**config.mk**
```make
export PLATFORM = sky130hd
export DESIGN_NAME = page_class_ctrl
export DESIGN_NICKNAME = d
export VERILOG_FILES = /design/src/rtl/pcc_pkg.sv /design/src/rtl/pcc_page_table.sv /design/src/rtl/pcc_ack_track.sv /design/src/rtl/page_class_ctrl.sv
export SDC_FILE = /design/constraint.sdc
export NUM_CORES = 1
export LEC_CHECK = 0
export ABC_AREA = 1
export BUFFER_PORTS_ARGS = -buffer_cell sky130_fd_sc_hd__buf_2
export CAP_MARGIN = 20
export CORE_ASPECT_RATIO = 1.25
export CORE_UTILIZATION = 40
export CTS_BUF_LIST = sky130_fd_sc_hd__clkbuf_8
export DETAILED_ROUTE_END_ITERATION = 10
export GPL_TIMING_DRIVEN = 0
export PLACE_DENSITY = 0.59
export SYNTH_ARGS = -nofsm -noshare
export SYNTH_HDL_FRONTEND = slang
export SYNTH_SLANG_ARGS = --single-unit
export TNS_END_PERCENT = 100
```
**constraint.sdc**
```tcl
create_clock -name clk -period 6.2 [get_ports clk]
set_input_delay 1.24 -clock clk [delete_from_list [all_inputs] [get_ports clk]]
set_output_delay 1.24 -clock clk [all_outputs]
set_load 0.005 [all_outputs]
```
**src/rtl/pcc_pkg.sv**
```systemverilog
`timescale 1ns/1ps
// Shared types for the page classifier: page class encoding and controller states.
package pcc_pkg;
    typedef enum logic [1:0] {
        PG_UNTOUCHED = 2'b00,
        PG_PRIVATE   = 2'b01,
        PG_SHARED    = 2'b10
    } pg_class_e;

    typedef enum logic [1:0] {
        ST_IDLE  = 2'b00,
        ST_ALLOC = 2'b01,
        ST_XFER  = 2'b10
    } ctl_state_e;
endpackage

```
**src/rtl/pcc_page_table.sv**
```systemverilog
`timescale 1ns/1ps
// Page table storage: one class/owner/ppn entry per page index.
// One combinational read port and one write port. Reset marks all pages untouched.
// Assumes NUM_PAGES is a power of two, so every index value addresses an entry.
module pcc_page_table
    import pcc_pkg::*;
#(
    parameter int NUM_PAGES = 16,
    parameter int CORE_W    = 4,
    parameter int PPN_W     = 20,
    localparam int IDX_W    = $clog2(NUM_PAGES)
) (
    input  logic              clk,
    input  logic              rst_n,
    input  logic [IDX_W-1:0]  rd_idx,
    output pg_class_e         rd_class,
    output logic [CORE_W-1:0] rd_owner,
    output logic [PPN_W-1:0]  rd_ppn,
    input  logic              wr_en,
    input  logic [IDX_W-1:0]  wr_idx,
    input  pg_class_e         wr_class,
    input  logic [CORE_W-1:0] wr_owner,
    input  logic [PPN_W-1:0]  wr_ppn
);
    pg_class_e         cls_q   [NUM_PAGES];
    logic [CORE_W-1:0] owner_q [NUM_PAGES];
    logic [PPN_W-1:0]  ppn_q   [NUM_PAGES];

    genvar g;
    generate
        for (g = 0; g < NUM_PAGES; g++) begin : g_entry
            // Per-entry register: clear on reset, load on a matching write.
            always_ff @(posedge clk) begin
                if (!rst_n) begin
                    cls_q[g]   <= PG_UNTOUCHED;
                    owner_q[g] <= '0;
                    ppn_q[g]   <= '0;
                end else if (wr_en && (wr_idx == IDX_W'(g))) begin
                    cls_q[g]   <= wr_class;
                    owner_q[g] <= wr_owner;
                    ppn_q[g]   <= wr_ppn;
                end
            end
        end
    endgenerate

    // Read port: select the addressed entry.
    always_comb begin
        rd_class = cls_q[rd_idx];
        rd_owner = owner_q[rd_idx];
        rd_ppn   = ppn_q[rd_idx];
    end

    // the controller never demotes a shared page.
    p_shared_sticky_r7: assert property (@(posedge clk) disable iff (!rst_n)
        (wr_en && cls_q[wr_idx] == PG_SHARED) |-> (wr_class == PG_SHARED));
endmodule

```
**src/rtl/pcc_ack_track.sv**
```systemverilog
`timescale 1ns/1ps
// Pending flag for one outgoing handshake: set on start, cleared by its acknowledge.
// Assumes start is not raised again while the flag is still pending.
module pcc_ack_track (
    input  logic clk,
    input  logic rst_n,
    input  logic start,
    input  logic ack,
    output logic pend
);
    // Track whether the request is still waiting for its acknowledge.
    always_ff @(posedge clk) begin
        if (!rst_n)          pend <= 1'b0;
        else if (start)      pend <= 1'b1;
        else if (pend && ack) pend <= 1'b0;
    end

    // an outstanding request is held until acknowledged.
    p_hold_until_ack_r4: assert property (@(posedge clk) disable iff (!rst_n)
        (pend && !ack) |=> pend);
endmodule

```
**src/rtl/page_class_ctrl.sv**
```systemverilog
`timescale 1ns/1ps
// Page private/shared classifier controller.
// Serves one translation-miss request at a time: it allocates untouched pages,
// answers owner and shared hits directly, and runs a shootdown plus eviction
// with the old owner before it promotes a private page to shared.
// Assumes the downstream agents eventually acknowledge; it waits otherwise.
module page_class_ctrl
    import pcc_pkg::*;
#(
    parameter int NUM_PAGES = 16,
    parameter int NUM_CORES = 16,
    parameter int PPN_W     = 20,
    localparam int IDX_W    = $clog2(NUM_PAGES),
    localparam int CORE_W   = $clog2(NUM_CORES)
) (
    input  logic              clk,
    input  logic              rst_n,
    input  logic              req_valid,
    output logic              req_ready,
    input  logic [CORE_W-1:0] req_core,
    input  logic [IDX_W-1:0]  req_vpn,
    output logic              rsp_valid,
    output logic [CORE_W-1:0] rsp_core,
    output logic              rsp_shared,
    output logic [PPN_W-1:0]  rsp_ppn,
    output logic              alloc_req,
    output logic [IDX_W-1:0]  alloc_vpn,
    input  logic              alloc_ack,
    input  logic [PPN_W-1:0]  alloc_ppn,
    output logic              shoot_req,
    output logic [CORE_W-1:0] shoot_core,
    output logic [IDX_W-1:0]  shoot_vpn,
    input  logic              shoot_ack,
    output logic              evict_req,
    output logic [CORE_W-1:0] evict_slice,
    output logic [PPN_W-1:0]  evict_ppn,
    input  logic              evict_ack
);
    localparam int N_ACK = 2;   // index 0: shootdown, index 1: eviction

    ctl_state_e        state_q, state_d;
    logic [CORE_W-1:0] cur_core_q;
    logic [IDX_W-1:0]  cur_vpn_q;
    logic [CORE_W-1:0] old_owner_q;
    logic [PPN_W-1:0]  old_ppn_q;

    logic              accept;
    logic [IDX_W-1:0]  rd_idx;
    pg_class_e         rd_class;
    logic [CORE_W-1:0] rd_owner;
    logic [PPN_W-1:0]  rd_ppn;
    logic              wr_en;
    pg_class_e         wr_class;
    logic [CORE_W-1:0] wr_owner;
    logic [PPN_W-1:0]  wr_ppn;

    logic              xfer_start;
    logic [N_ACK-1:0]  ack_vec;
    logic [N_ACK-1:0]  pend_vec;

    logic              rsp_set;
    logic              rsp_sh_d;
    logic [PPN_W-1:0]  rsp_ppn_d;
    logic [CORE_W-1:0] rsp_core_d;

    assign req_ready = (state_q == ST_IDLE);
    assign accept    = req_valid && req_ready;
    assign rd_idx    = (state_q == ST_IDLE) ? req_vpn : cur_vpn_q;
    assign ack_vec   = {evict_ack, shoot_ack};

    pcc_page_table #(
        .NUM_PAGES (NUM_PAGES),
        .CORE_W    (CORE_W),
        .PPN_W     (PPN_W)
    ) u_table (
        .clk      (clk),
        .rst_n    (rst_n),
        .rd_idx   (rd_idx),
        .rd_class (rd_class),
        .rd_owner (rd_owner),
        .rd_ppn   (rd_ppn),
        .wr_en    (wr_en),
        .wr_idx   (cur_vpn_q),
        .wr_class (wr_class),
        .wr_owner (wr_owner),
        .wr_ppn   (wr_ppn)
    );

    genvar a;
    generate
        for (a = 0; a < N_ACK; a++) begin : g_ack
            pcc_ack_track u_track (
                .clk   (clk),
                .rst_n (rst_n),
                .start (xfer_start),
                .ack   (ack_vec[a]),
                .pend  (pend_vec[a])
            );
        end
    endgenerate

    // Decide the next state, table write and reply for the current cycle.
    always_comb begin
        state_d    = state_q;
        wr_en      = 1'b0;
        wr_class   = rd_class;
        wr_owner   = rd_owner;
        wr_ppn     = rd_ppn;
        xfer_start = 1'b0;
        rsp_set    = 1'b0;
        rsp_sh_d   = 1'b0;
        rsp_ppn_d  = rd_ppn;
        rsp_core_d = cur_core_q;
        unique case (state_q)
            ST_IDLE: begin
                rsp_core_d = req_core;
                if (accept) begin
                    if (rd_class == PG_SHARED) begin
                        rsp_set  = 1'b1;
                        rsp_sh_d = 1'b1;
                    end else if (rd_class == PG_PRIVATE) begin
                        if (rd_owner == req_core) begin
                            rsp_set = 1'b1;
                        end else begin
                            xfer_start = 1'b1;
                            state_d    = ST_XFER;
                        end
                    end else begin
                        state_d = ST_ALLOC;
                    end
                end
            end
            ST_ALLOC: begin
                if (alloc_ack) begin
                    wr_en     = 1'b1;
                    wr_class  = PG_PRIVATE;
                    wr_owner  = cur_core_q;
                    wr_ppn    = alloc_ppn;
                    rsp_set   = 1'b1;
                    rsp_ppn_d = alloc_ppn;
                    state_d   = ST_IDLE;
                end
            end
            ST_XFER: begin
                if (pend_vec == '0) begin
                    wr_en    = 1'b1;
                    wr_class = PG_SHARED;
                    rsp_set  = 1'b1;
                    rsp_sh_d = 1'b1;
                    state_d  = ST_IDLE;
                end
            end
            default: state_d = ST_IDLE;
        endcase
    end

    // Sequence the controller and capture the request being served.
    always_ff @(posedge clk) begin
        if (!rst_n) begin
            state_q     <= ST_IDLE;
            cur_core_q  <= '0;
            cur_vpn_q   <= '0;
            old_owner_q <= '0;
            old_ppn_q   <= '0;
        end else begin
            state_q <= state_d;
            if (accept) begin
                cur_core_q  <= req_core;
                cur_vpn_q   <= req_vpn;
                old_owner_q <= rd_owner;
                old_ppn_q   <= rd_ppn;
            end
        end
    end

    // Register the one-cycle reply pulse and its payload.
    always_ff @(posedge clk) begin
        if (!rst_n) begin
            rsp_valid  <= 1'b0;
            rsp_core   <= '0;
            rsp_shared <= 1'b0;
            rsp_ppn    <= '0;
        end else begin
            rsp_valid <= rsp_set;
            if (rsp_set) begin
                rsp_core   <= rsp_core_d;
                rsp_shared <= rsp_sh_d;
                rsp_ppn    <= rsp_ppn_d;
            end
        end
    end

    assign alloc_req   = (state_q == ST_ALLOC);
    assign alloc_vpn   = cur_vpn_q;
    assign shoot_req   = pend_vec[0];
    assign shoot_core  = old_owner_q;
    assign shoot_vpn   = cur_vpn_q;
    assign evict_req   = pend_vec[1];
    assign evict_slice = old_owner_q;
    assign evict_ppn   = old_ppn_q;

    // no new request is taken while a handshake is open.
    p_busy_not_ready_r8: assert property (@(posedge clk) disable iff (!rst_n)
        (alloc_req || shoot_req || evict_req) |-> !req_ready);

    // no reply while the shootdown or the eviction is outstanding.
    p_no_early_rsp_r5: assert property (@(posedge clk) disable iff (!rst_n)
        (shoot_req || evict_req) |-> !rsp_valid);

    // an allocation request holds its page until acknowledged.
    p_alloc_hold_r2: assert property (@(posedge clk) disable iff (!rst_n)
        (alloc_req && !alloc_ack) |=> (alloc_req && $stable(alloc_vpn)));

    // the shootdown targets a core other than the requester.
    p_shoot_other_core_r4: assert property (@(posedge clk) disable iff (!rst_n)
        shoot_req |-> (shoot_core != cur_core_q));

    // a completed transition is followed by a shared reply.
    p_xfer_reply_shared_r6: assert property (@(posedge clk) disable iff (!rst_n)
        ((state_q == ST_XFER) && pend_vec == '0) |=> (rsp_valid && rsp_shared));
endmodule

```
==> results of run 1 <==
==> layout make-up <==
class | instances | area [um^2]
buffer | 177 | 841
clock buffer | 89 | 1220
inverter | 79 | 297
multi-input combinational | 1380 | 6480
timing repair buffer | 105 | 651
tap | 672 | 841
sequential | 478 | 13700
fill | 5061 | 28400
clock inverter | 56 | 230
==> stage by stage <==
step                cell area, um^2  instances  setup slack [ns]  hold WS [ns]
floorplan                     21300       2114              3.03         0.472
detailed placement            22800       2891              1.36         0.469
global route                  24300       3036              1.71         0.511
global placement              22700       2884              1.41         0.465
finish                        24300       3036              1.67         0.475
CTS                           24300       3036              1.82         0.483
==> sequential cells by signal (all words and copies together), names as in the netlist <==
name / count
u_table.ppn_q: 320
u_table.owner_q: 64
u_table.cls_q: 32
evict_ppn: 20
rsp_ppn: 20
alloc_vpn: 4
cur_core_q: 4
evict_slice: 4
rsp_core: 4
g_ack.u_track.pend: 2
state_q: 2
rsp_shared: 1
rsp_valid: 1
==> logic make-up (layout without fill, tap and decap cells) <==
logic type	Yosys count	in the layout	synth area share, %
compound gates	396	396	11.4
fa+ha+maj	4	4	0.235
buf+inv	256	506	5.33
flops	478	478	64.4
simple gates	980	980	18.6
==> per-layer routing <==
| layer | GRT usage [%] | vias to the layer above | wire, um |
|---|---|---|---|
| li1 | - | 7729 | - |
| met4 | 20.5 | 0 | 5690 |
| met5 | 0 | - | 0 |
| met3 | 5.52 | 274 | 6990 |
| met1 | 34.6 | 8734 | 28800 |
| met2 | 47.4 | 1086 | 37400 |
==> worst paths after layout <==
path | start | endpoint | slack (ns)
setup reg to reg | state_q[0]$_SDFFE_PN0P_ | u_table.ppn_q[11][2]$_SDFFCE_PN0P_ | 1.67
hold / removal | rsp_ppn[9]$_SDFFE_PN0P_ | rsp_ppn[9]$_SDFFE_PN0P_ | 0.48
hold reg to reg | rsp_ppn[9]$_SDFFE_PN0P_ | rsp_ppn[9]$_SDFFE_PN0P_ | 0.48
setup / recovery | state_q[0]$_SDFFE_PN0P_ | u_table.ppn_q[11][2]$_SDFFCE_PN0P_ | 1.67
==> critical path, cell delays in order, from the launching register on <==
cell and delay [ns]:
dfxtp_1 0.38, inv_1 0.08, ha_1 0.25, buf_6 0.16, o21ai_1 0.42, buf_2 0.46, clkbuf_1 0.87, o221ai_1 0.34
o211ai_1 0.29, nand3_1 0.15, o21ai_2 0.32, buf_2 0.40, nor2_1 0.08
==> cells in the final DEF (no fill, tap or decap), drive strengths merged <==
cell type | synthesis | routed
a211oi | 3 | 3
a21oi | 30 | 30
buf | 73 | 178
clkbuf | 104 | 193
clkinv | 2 | 17
clkinvlp | 0 | 2
dfxtp | 62 | 62
edfxtp | 416 | 416
ha | 4 | 4
inv | 77 | 116
nand2 | 168 | 168
nand3 | 161 | 161
nand3b | 1 | 1
nor2 | 646 | 646
nor3 | 4 | 4
o211ai | 67 | 67
o21ai | 215 | 215
o221ai | 40 | 40
o22ai | 40 | 40
o32ai | 1 | 1
==> power groups by stage <==
stage / clock network, W / logic (W) / registers (W)
final: 0.00264 / 0.00621 / 0.00391
after CTS: 0.00264 / 0.00608 / 0.00391
after floorplan: 0 / 0.00349 / 0.00396
after global routing: 0.00277 / 0.00653 / 0.00393
after detailed placement: 0 / 0.00607 / 0.00397
after global placement: 0 / 0.00598 / 0.00397
==> impl_metrics.env, run 1 <==
export IMPL_status="finished, final reports clean"
export IMPL_clock_sinks=478
export IMPL_finalNetCount=2337
export IMPL_intPower_w=0.00659
export IMPL_netlist_instances=2114
export IMPL_synth_edf_count=416
export IMPL_hold_path_class="reg2reg"
export IMPL_grt_max_degree=27
export IMPL_yosysMostFrequentCell="nor2_1"
export IMPL_max_freq_ghz=0.221
export IMPL_die_area_um2=54200
export IMPL_arrival_ns=4.90
export IMPL_cts_resized=0
export IMPL_ys_seq_area_share_pct=64.4
export IMPL_holdBufCountCts=0
export IMPL_total_power_w=0.0128
export IMPL_ys_types=31
export IMPL_dr_pass1_iters=6
export IMPL_synthTopCellsByCount="644 x nor2_1, 416 x edfxtp_1, 184 x o21ai_0"
export IMPL_fin_util_pct=46.1
export IMPL_synth_top_area_cell="edfxtp_1"
export IMPL_vias=17823
export IMPL_syn_area_per_cell_um2=10.1
export IMPL_ir_worst_vdd_v=0.000356
export IMPL_grt_usage_pct=29.0
export IMPL_crit_type="reg2reg"
export IMPL_grt_pass1_vias=17286
export IMPL_holdPathStages=2
export IMPL_cts_reportedPaths_clkPinSlew_ns=0.06
export IMPL_dpl_hpwl_mm=54.2
export IMPL_synth_warning_count=0
export IMPL_core_um2=52700
export IMPL_drt_wl_total_mm=78.9
export IMPL_grt_ovfl_total=0
export IMPL_cts_root_buf="clkbuf_8"
export IMPL_die_y_um=260
export IMPL_slew_violations=0
export IMPL_die_w_um=208
export IMPL_power_frac_clock_pct=20.7
export IMPL_required_ns=6.57
export IMPL_drtAntennaViolNets=0
export IMPL_drive_gt1_share_pct=13.5
export IMPL_syn_area_um2=21300
export IMPL_clk_latency_ns=0.69
export IMPL_skew_ns=0.0465
export IMPL_yosysTopAreaCellShare_pct=58.6
export IMPL_antenna_found_initial=0
export IMPL_clock_path_buffers=3
export IMPL_row_count=94
export IMPL_finalCritPeriodShare_pct=73.1
export IMPL_grt_pass1_wl_mm=113
export IMPL_finalSetupViolCount=0
export IMPL_io_buffer_count=98
export IMPL_drt_vias_per_instance=5.87
export IMPL_p_sw_w=0.00616
export IMPL_drv_cap=0
export IMPL_area_delta_synth_final_pct=14.0
export IMPL_worstMarginPinSlew_ns=1.12
export IMPL_syn_num_nets=2152
export IMPL_synth_seq_cells=478
export IMPL_post_drt_wl_per_cell_um=26.0
export IMPL_cts_max_level=3
export IMPL_ys_flop_type="edfxtp_1"
export IMPL_numCtsBuffers=78
export IMPL_antenna_cells=0
export IMPL_p_seq_share_pct=30.6
export IMPL_async_flop_share_pct=0
export IMPL_slew_headroom_pct=25.6
export IMPL_route_detailed_drc=0
export IMPL_crit_fanout=10
export IMPL_num_io_pins=100
export IMPL_power_density_nw_per_um2=525
export IMPL_reg2reg_depth=12
export IMPL_startpoint_type="flop"
export IMPL_cts_tree="yes"
export IMPL_post_cts_setup_buffers=0
export IMPL_endpoint_kind="flop"
export IMPL_rsz0062_at_grt="false"
export IMPL_synthTopCellsByArea="edfxtp_1 59%, nor2_1 11%, dfxtp_1 5.8%, o21ai_0 4.3%, nand3_1 3.8%"
export IMPL_leakagePower_nw=9.34
export IMPL_drtIter0Drc=2312
export IMPL_comb_power_share_pct=48.7
export IMPL_totalNegativeSetupSlack_ns=0
export IMPL_finalHoldViolCount=0
export IMPL_gp_congestion=0.930
export IMPL_sw_frac_of_total_pct=48.3
export IMPL_start_util_pct=40.5
export IMPL_final_min_clock_period_ns=4.53
No activity file was read; power rests on OpenSTA's default activity.
==> run 2, diff against run 1 <==
==> constraint.sdc (replaced) <==
create_clock -name clk -period 4.4 [get_ports clk]
set_input_delay 0.88 -clock clk [delete_from_list [all_inputs] [get_ports clk]]
set_output_delay 0.88 -clock clk [all_outputs]
set_load 0.005 [all_outputs]
==> run 2 against run 1 <==
Against the previous run:
- design area about the same
- sequential power up 41%
- maximum frequency up 9.7%
- critical path type unchanged
- count of clock-buffer cells in the layout unchanged
- utilization about the same
- register-to-register slack worse by 1.4 ns
==> impl_metrics.env, run 2 (synthesized netlist as in run 1, its figures left out) <==
export IMPL_post_cts_setup_buffers=0
export IMPL_fillers=5061
export IMPL_status="finished, final reports clean"
export IMPL_dr_pass1_iters=6
export IMPL_reg_largest_list="u_table.ppn_q x320, u_table.owner_q x64, u_table.cls_q x32"
export IMPL_die_y_um=260
export IMPL_reg2reg_depth=14
export IMPL_io_buffer_count=98
export IMPL_grt_ovfl_total=0
export IMPL_crit_type="reg2reg"
export IMPL_route_detailed_drc=0
export IMPL_slowest_delay_ns=0.60
export IMPL_hold_path_class="in2reg"
export IMPL_endpoint_kind="flop"
export IMPL_grt_pass1_wl_mm=113
export IMPL_num_io_pins=100
export IMPL_r2r_slack_ns=0.27
export IMPL_largest_reg_flops=320
export IMPL_drive_gt1_share_pct=13.7
export IMPL_final_common_cell="nor2_1"
export IMPL_grt_usage_pct=29.0
export IMPL_clock_sinks=478
export IMPL_path_cells="inv_1 > ha_1 > buf_6 > nand2_1 > o21ai_1 > inv_1 > clkbuf_1 > clkbuf_1 > o221ai_1 > o211ai_1 > nand3_1 > o21ai_2 > buf_2 > nor2_1"
export IMPL_dpl_hpwl_mm=54.2
export IMPL_totalNegativeSetupSlack_ns=0
export IMPL_power_density_nw_per_um2=739
export IMPL_r2r_start="state_q[0]$_SDFFE_PN0P_"
export IMPL_min_from="shoot_ack"
export IMPL_slew_violations=0
export IMPL_skew_ns=0.0452
export IMPL_final_min_clock_period_ns=4.13
export IMPL_vias=17773
export IMPL_max_freq_ghz=0.242
export IMPL_fin_area_um2=24300
export IMPL_leakagePower_nw=9.35
export IMPL_rsz0062_at_grt="false"
export IMPL_cts_tree="yes"
export IMPL_drt_vias_per_instance=5.85
export IMPL_layout_common_cells="644 x nor2_1, 416 x edfxtp_1, 184 x o21ai_0, 161 x nand3_1, 150 x nand2_1"
export IMPL_multi_input_area_um2=6480
export IMPL_arrival_ns=4.51
export IMPL_finalNetCount=2337
export IMPL_antenna_cells=0
export IMPL_numCtsBuffers=78
export IMPL_row_count=94
export IMPL_regArea_um2=13700
export IMPL_finalHoldViolCount=0
export IMPL_antenna_found_initial=0
export IMPL_holdPathStages=4
export IMPL_die_area_um2=54200
export IMPL_cts_root_buf="clkbuf_8"
export IMPL_grt_max_degree=27
export IMPL_area_delta_synth_final_pct=14.0
export IMPL_startpoint_type="flop"
export IMPL_finalSetupViolCount=0
export IMPL_gp_congestion=0.930
export IMPL_clock_path_buffers=3
export IMPL_core_um2=52700
export IMPL_drt_wl_total_mm=78.9
export IMPL_post_drt_wl_per_cell_um=26.0
export IMPL_worstMarginPinSlew_ns=1.12
export IMPL_worst_path_max_delay_cell="clkbuf_1"
export IMPL_crit_fanout=10
export IMPL_cts_reportedPaths_clkPinSlew_ns=0.06
export IMPL_hold_end="g_ack[0].u_track.pend$_SDFFE_PN0P_"
export IMPL_ir_worst_vdd_v=0.000501
export IMPL_cts_max_level=3
export IMPL_die_w_um=208
export IMPL_required_ns=4.78
export IMPL_drtAntennaViolNets=0
export IMPL_reg2reg_to="u_table.ppn_q[13][18]$_SDFFCE_PN0P_"
export IMPL_drv_cap=0
export IMPL_drtIter0Drc=2300
export IMPL_regMostFlops="u_table.ppn_q"
export IMPL_grt_pass1_vias=17286
export IMPL_start_util_pct=40.5
export IMPL_clk_latency_ns=0.69
export IMPL_placed_area_um2=22800
export IMPL_finalCritPeriodShare_pct=93.9
export IMPL_slew_headroom_pct=25.5
run 2: worst max-delay path by stage:
stage	startpoint	to	slack [ns]	cells past startpoint
2_1_floorplan	req_vpn[0]	u_table.ppn_q[10][9]$_SDFFCE_PN0P_	1.59	12
6_report	state_q[0]$_SDFFE_PN0P_	u_table.ppn_q[13][18]$_SDFFCE_PN0P_	0.27	14
3_3_place_gp	req_vpn[2]	u_table.ppn_q[11][0]$_SDFFCE_PN0P_	-0.03	12
4_1_cts	state_q[0]$_SDFFE_PN0P_	u_table.ppn_q[5][0]$_SDFFCE_PN0P_	0.02	14
3_5_place_dp	req_vpn[2]	u_table.ppn_q[12][0]$_SDFFCE_PN0P_	-0.08	12
5_1_grt	state_q[0]$_SDFFE_PN0P_	u_table.ppn_q[13][1]$_SDFFCE_PN0P_	0.11	14
run 2: power by group:
group          leakage [nW]  switching (W)  internal, W  total, W
sequential             4.81       0.000179      0.00533   0.00551
combinational          3.66        0.00663      0.00211   0.00874
clock                 0.885        0.00187      0.00185   0.00371
run 2: per-stage QoR:
| step | hold slack (ns) | setup slack [ns] | util (%) | instances | total power (W) |
|---|---|---|---|---|---|
| 3_5_place_dp | 0.469 | -0.0785 | 43.4 | 2891 | 0.0141 |
| 5_1_grt | 0.481 | 0.111 | 46.1 | 3036 | 0.0187 |
| 3_3_place_gp | 0.465 | -0.0289 | 43.0 | 2884 | 0.0140 |
| 2_1_floorplan | 0.472 | 1.59 | - | 2114 | 0.0105 |
| 6_report | 0.471 | 0.269 | 46.1 | 3036 | 0.0180 |
| 4_1_cts | 0.435 | 0.0237 | 46.1 | 3036 | 0.0178 |
run 2: per-layer routing:
layer | GRT usage [%] | up-vias | part of all wire (%)
met5 | 0 | - | 0
met4 | 20.5 | 0 | 7.4
met3 | 5.52 | 293 | 8.8
met2 | 47.4 | 1107 | 47
met1 | 34.6 | 8641 | 37
li1 | - | 7732 | -
run 2: what timing repair did:
| item | CTS | global route |
|---|---|---|
| hold buffers | 0 | 0 |
| endpoints found under the setup margin | 0 | 76 |
| gates resized for setup | 0 | 7 |
run 2: layout make-up:
class | instances | share of cell area (%)
repair buffers | 105 | 2.68
clock buffers | 89 | 5.04
well taps | 672 | 3.46
plain buffers | 177 | 3.48
multi-input cells | 1380 | 26.7
clock inverters | 56 | 0.947
inverters | 79 | 1.22
flip-flops and latches | 478 | 56.5
run 2: worst max-delay path, delay by kind of cell, from the launching register on:
kind / cells / cell delay, ns
compound gates: 4 / 1.05
fa+ha+maj: 1 / 0.25
simple gates: 3 / 0.30
buf+inv: 6 / 1.85
flops: 1 / 0.38
